--- config.mk ---
export PLATFORM = sky130hd
export DESIGN_NAME = tmr_toggle_unit
export DESIGN_NICKNAME = d
export VERILOG_FILES = /design/src/rtl/tmr_pkg.sv /design/src/rtl/tmr_counter.sv /design/src/rtl/tmr_match.sv /design/src/rtl/tmr_flop.sv /design/src/rtl/tmr_toggle_unit.sv
export SDC_FILE = /design/constraint.sdc
export NUM_CORES = 1
export LEC_CHECK = 0
export BUFFER_PORTS_ARGS = -buffer_cell sky130_fd_sc_hd__buf_2
export CAP_MARGIN = 20
export CORE_ASPECT_RATIO = 1.2
export CORE_MARGIN = 3
export CORE_UTILIZATION = 43
export DETAILED_ROUTE_END_ITERATION = 7
export PLACE_DENSITY = 0.76
export SYNTH_ARGS = -nofsm -noshare
export SYNTH_HDL_FRONTEND = slang
export SYNTH_HIERARCHICAL = 1
export SYNTH_SLANG_ARGS = --single-unit
--- constraint.sdc ---
create_clock -name clk -period 1.6 [get_ports clk]
set_input_delay 0.4 -clock clk [delete_from_list [all_inputs] [get_ports clk]]
set_output_delay 0.4 -clock clk [all_outputs]
set_load 0.01 [all_outputs]
--- src/rtl/tmr_pkg.sv ---
package tmr_pkg;
  typedef enum logic [1:0] {
    FF_INV  = 2'b00,
    FF_SET  = 2'b01,
    FF_CLR  = 2'b10,
    FF_NONE = 2'b11
  } ff_cmd_e;
endpackage

--- src/rtl/tmr_counter.sv ---
module tmr_counter #(
  parameter int CNT_W = 16
) (
  input  logic             clk,
  input  logic             rst,
  input  logic             run,
  output logic [CNT_W-1:0] cnt
);
  localparam logic [CNT_W-1:0] CNT_MAX = {CNT_W{1'b1}};

  always_ff @(posedge clk) begin
    if (rst || !run) cnt <= '0;
    else             cnt <= cnt + 1'b1;
  end

  assert_stop_clears_R1: assert property (@(posedge clk) disable iff (rst)
    !run |=> (cnt == '0));
  assert_steps_R1: assert property (@(posedge clk) disable iff (rst)
    (run && cnt != CNT_MAX) |=> (cnt == $past(cnt) + 1'b1));
  assert_rollover_R2: assert property (@(posedge clk) disable iff (rst)
    (run && cnt == CNT_MAX) |=> (cnt == '0));
endmodule

--- src/rtl/tmr_match.sv ---
module tmr_match #(
  parameter int CNT_W = 16
) (
  input  logic             clk,
  input  logic             rst,
  input  logic             run,
  input  logic [CNT_W-1:0] cnt,
  input  logic [CNT_W-1:0] ref_val,
  output logic             hit,
  output logic             irq
);
  assign hit = run && (cnt == ref_val);

  always_ff @(posedge clk) begin
    if (rst) irq <= 1'b0;
    else     irq <= hit;
  end

  assert_single_pulse_R3: assert property (@(posedge clk) disable iff (rst)
    irq |=> !irq);
  assert_pulse_follows_hit_R3: assert property (@(posedge clk) disable iff (rst)
    (run && cnt == ref_val) |=> irq);
endmodule

--- src/rtl/tmr_flop.sv ---
module tmr_flop
  import tmr_pkg::*;
#(
  parameter int NSRC = 4
) (
  input  logic            clk,
  input  logic            rst,
  input  logic [NSRC-1:0] src,
  input  logic [NSRC-1:0] en,
  input  logic            cmd_we,
  input  logic [1:0]      cmd,
  output logic            q
);
  logic    hw_flip;
  ff_cmd_e op;
  logic    nxt;

  assign hw_flip = |(src & en);
  assign op      = cmd_we ? ff_cmd_e'(cmd) : FF_NONE;

  always_comb begin
    unique case (op)
      FF_SET:  nxt = 1'b1;
      FF_CLR:  nxt = 1'b0;
      FF_INV:  nxt = ~q;
      default: nxt = hw_flip ? ~q : q;
    endcase
  end

  always_ff @(posedge clk) begin
    if (rst) q <= 1'b0;
    else     q <= nxt;
  end

  assert_set_wins_R10: assert property (@(posedge clk) disable iff (rst)
    (cmd_we && cmd == 2'b01) |=> q);
  assert_clear_wins_R11: assert property (@(posedge clk) disable iff (rst)
    (cmd_we && cmd == 2'b10) |=> !q);
  assert_invert_once_R9: assert property (@(posedge clk) disable iff (rst)
    (cmd_we && cmd == 2'b00) |=> (q != $past(q)));
  assert_quiet_hold_R8: assert property (@(posedge clk) disable iff (rst)
    ((!cmd_we || cmd == 2'b11) && (src & en) == '0) |=> $stable(q));
  assert_hw_flip_R6: assert property (@(posedge clk) disable iff (rst)
    ((!cmd_we || cmd == 2'b11) && (src & en) != '0) |=> (q != $past(q)));
endmodule

--- src/rtl/tmr_toggle_unit.sv ---
module tmr_toggle_unit #(
  parameter int CNT_W = 16,
  parameter int N_CMP = 2,
  parameter int N_CAP = 2
) (
  input  logic                   clk,
  input  logic                   rst,
  input  logic                   run,
  input  logic [CNT_W-1:0]       cmp_val0,
  input  logic [CNT_W-1:0]       cmp_val1,
  input  logic [N_CMP+N_CAP-1:0] inv_en,
  input  logic [N_CAP-1:0]       cap_evt,
  input  logic                   cmd_we,
  input  logic [1:0]             cmd,
  output logic [CNT_W-1:0]       count,
  output logic [N_CMP-1:0]       irq,
  output logic                   tmr_out
);
  localparam int NSRC = N_CMP + N_CAP;

  logic [CNT_W-1:0] ref_arr [N_CMP];
  logic [N_CMP-1:0] hit;

  assign ref_arr[0] = cmp_val0;
  assign ref_arr[1] = cmp_val1;

  tmr_counter #(.CNT_W(CNT_W)) u_cnt (
    .clk(clk), .rst(rst), .run(run), .cnt(count)
  );

  for (genvar k = 0; k < N_CMP; k++) begin : g_cmp
    tmr_match #(.CNT_W(CNT_W)) u_match (
      .clk(clk), .rst(rst), .run(run), .cnt(count),
      .ref_val(ref_arr[k]), .hit(hit[k]), .irq(irq[k])
    );
  end

  tmr_flop #(.NSRC(NSRC)) u_ff (
    .clk(clk), .rst(rst), .src({cap_evt, hit}), .en(inv_en),
    .cmd_we(cmd_we), .cmd(cmd), .q(tmr_out)
  );

  assert_reset_quiet_R12: assert property (@(posedge clk)
    rst |=> (count == '0 && irq == '0 && !tmr_out));
  assert_toggle_with_irq_R4: assert property (@(posedge clk) disable iff (rst)
    (!cmd_we && cap_evt == '0 && inv_en[0] && !inv_en[1] && run && count == cmp_val0)
    |=> (irq[0] && tmr_out != $past(tmr_out)));
endmodule

==> run metrics <==
flop-to-flop setup slack=approximately 0.084 ns; ANT cells=0; area grow syn2layout=43.7%; First DRT Iteration DRCs=19; Slew headroom=around 82%; crit path capture type=flip-flop; DPL Wire Length=between 2000 and 3000 um; outcome=finished clean; Synthesized Nets=approximately 180; routability cong.=a little over 0.7; Startpoint Class=flip-flop; Max Slew Vio Count=0; number of global-route vias before repair=~1300; Worst Path Arrival=between 1.5 and 2 ns; RSZ-0062 raised after global routing=true; Peak VDD IR=~0.00044 V; Layout Nets=between 200 and 300; WP depth=7; initial antenna violation count=0; worst setup path end=u_ff/q$_SDFFE_PP0P_; Setup Crit Path Kind=flip-flop to flip-flop; drt first pass iters=4; Remaining DRCs=0; Root Driver=clkbuf_4; routed vias/inst=~5; CTS tree=yes; Leak=between 0.8 and 0.9 nW; max cap viols=0; CTS Sinks=19; Mapped Area=about 1200 um2; Clock Tree Buf Depth=2; Synth Register Bits=19; die width=between 50 and 60 um; die area=around 3500 um2; IO Port Bufs=between 60 and 70; CP dominant cell by count=nand4_1; cts bufs inserted=3; CP cell instances=xor2_1 > nor4_2 > nand4_1 > nor2_1 > a21oi_1 > nand4_1 > mux2i_1; Clk pin slew, worst setup/hold paths=around 0.11 ns; Tightest Pin Transition=between 0.2 and 0.3 ns; GRT overflow=0; CP peak stage delay=around 0.35 ns; vias=between 1000 and 1500; Critical R2R Capture=u_ff/q$_SDFFE_PP0P_; Worst Path Required=roughly 1.8 ns; total power draw=between 0.0008 and 0.0009 W; Worst Reg2Reg Path Length in Cells=7; Fmax=around 0.66 GHz; Filler Cell Count=232; placed cells=250; Synth top area share=~31%; sequential area share after synthesis=31.0%; average footprint of a synthesized cell=8.90 um2; core area=2630 um2; WL/cell=12.9 um; worst-skew pair later-pin latency=~0.3 ns; Yosys warnings=6; number of I/O pins=63; Tightest Hold Check Type=input port to flip-flop; Final Hold Fails=0; Synth area leaders=dfxtp_1 (31%), xor2_1 (18%), xnor2_1 (14%), nor2_1 (6.1%), nand4_1 (3.6%); Yosys top cell by area=dfxtp_1; post-route clock period utilization=between 90% and 100%; final wirelength=3280 um; GRT Util Overall=between 10% and 20%; # setup viols final=0; Power Density=a little over 500 nW/um2; fin cells=roughly 250; Syn Inst Count=138; slowest CP cell=dfxtp_1; clk_skew=roughly 0.0030 ns; Synth cell types=25; minimum clock period=around 1.5 ns; largest net degree at the start of global routing=17; Setup crit start=u_cnt/cnt[5]$_SDFF_PP0_; CTS H-Tree Depth=1; Die Y-Extent=~65 um; first-pass GRT wire length=5170 um; Critical R2R Launch=u_cnt/cnt[5]$_SDFF_PP0_; Critical Path Fanout Max=3; layout cells sized above 1=46.2%; Initial Util=around 47%; cell family with the largest share of critical-path delay=simple AND/OR/NAND/NOR gates; row count=20; CP Buf/Inv Count=0; Post-DRT Antenna Nets=0
[worst register-to-register path, delay by kind of cell (launching register included)]
kind | cells | cell delay, ns
AOI/OAI and AO/OA | 1 | 0.08
xor gates and xnor gates | 1 | 0.16
DFF | 1 | 0.35
muxes | 1 | 0.18
and+or+nand+nor | 4 | 0.69
[Yosys cell counts]
| library cell | count |
|---|---|
| o21ai_0 | 1 |
| xnor2_1 | 19 |
| clkbuf_1 | 2 |
| a31o_2 | 1 |
| nand3_1 | 4 |
| inv_1 | 5 |
| nand4_1 | 7 |
| nor4_1 | 6 |
| nand2b_1 | 3 |
| xor2_1 | 25 |
| a21oi_1 | 3 |
| a211o_1 | 1 |
| nand2_1 | 4 |
| nor3_2 | 3 |
| nor2b_1 | 1 |
| nand4_4 | 1 |
| nor4_2 | 3 |
| ha_1 | 2 |
| a22oi_2 | 1 |
| or3_1 | 1 |
| dfxtp_1 | 19 |
| nor3_1 | 3 |
| mux2i_1 | 1 |
| nor2_1 | 20 |
| nand4_2 | 2 |
[layer usage]
metal	part of all wire, %	GRT usage, %	vias to the layer above	wire length [um]
met5	0	0	-	0
met4	1.2	6.54	0	38
met3	6.8	2.07	4	222
met2	54	35.8	44	1770
met1	38	22.3	582	1250
li1	-	-	644	-
[kinds of logic (layout without fill, tap and decap cells)]
family	Yosys count	after routing	synth area share (%)
AND/OR/NAND/NOR	58	58	28.6
AO/OA/AOI/OAI	7	7	4.07
adder cells (fa/ha/maj)	2	2	2.04
multiplexers	1	1	0.815
XOR/XNOR	44	44	31.4
buffers and inverters	7	90	2.14
flip-flops	19	19	31.0
[worst min-delay path by stage]
stage | startpoint | endpoint | slack (ns) | cells past startpoint
after global placement | u_ff/q$_SDFFE_PP0P_ | u_ff/q$_SDFFE_PP0P_ | 0.47 | 2
after CTS | rst | g_cmp[0].u_match/irq$_SDFF_PP0_ | 0.30 | 2
final | rst | g_cmp[0].u_match/irq$_SDFF_PP0_ | 0.31 | 2
after detailed placement | u_ff/q$_SDFFE_PP0P_ | u_ff/q$_SDFFE_PP0P_ | 0.48 | 2
after floorplan | rst | g_cmp[0].u_match/irq$_SDFF_PP0_ | 0.47 | 1
after global routing | rst | g_cmp[0].u_match/irq$_SDFF_PP0_ | 0.28 | 2
[metrics by stage]
step	setup TNS (ns)	instance area, um2	utilization [%]	hold WS [ns]	setup slack, ns
after floorplan	0	1230	-	0.470	0.0559
after CTS	0	1760	66.8	0.304	0.00665
after global placement	-0.107	1720	65.3	0.471	-0.107
after detailed placement	-0.184	1720	65.3	0.484	-0.184
after global routing	-0.00220	1770	67.2	0.284	-0.00220
final	0	1770	67.2	0.311	0.0838
[area by class of cell]
type / count / area, um2 / area share, %
Clock inverter: 1 / 5.00 / 0.283
Inverter: 5 / 18.8 / 1.06
Clock buffer: 3 / 22.5 / 1.28
Multi-Input combinational cell: 112 / 841 / 47.6
Timing Repair Buffer: 81 / 453 / 25.7
Sequential cell: 19 / 384 / 21.8
Tap cell: 33 / 41.3 / 2.34
[repair_timing]
item / in CTS / in global routing
endpoints found under the setup margin: 1 / 3
pin swaps: 0 / 2
gates cloned: 0 / 0
buffers inserted: 0 / 0
hold buffers: 0 / 0
resized for setup: 2 / 4
[placed cells by master, fill, tap and decap left out, drive strengths merged, types with 3 or more instances in the layout]
cell | synthesis | final
nand2b | 3 | 3
nor3 | 6 | 6
dfxtp | 19 | 19
xor2 | 25 | 25
a21oi | 3 | 3
clkbuf | 2 | 3
nor2 | 20 | 20
nand4 | 10 | 10
buf | 0 | 81
xnor2 | 19 | 19
nand2 | 4 | 4
inv | 5 | 5
nor4 | 9 | 9
nand3 | 4 | 4
[state kept, by name, summed over array words and instances, names as in the netlist]
register,flops
u_ff/q,1
u_cnt/cnt,16
g_cmp.u_match/irq,2
[report_power, final]
part           internal, W  switching [W]
combinational    0.0000838      0.0000697
clock            0.0000933       0.000159
sequential        0.000479     0.00000578
No activity file was read; power rests on OpenSTA's default activity.
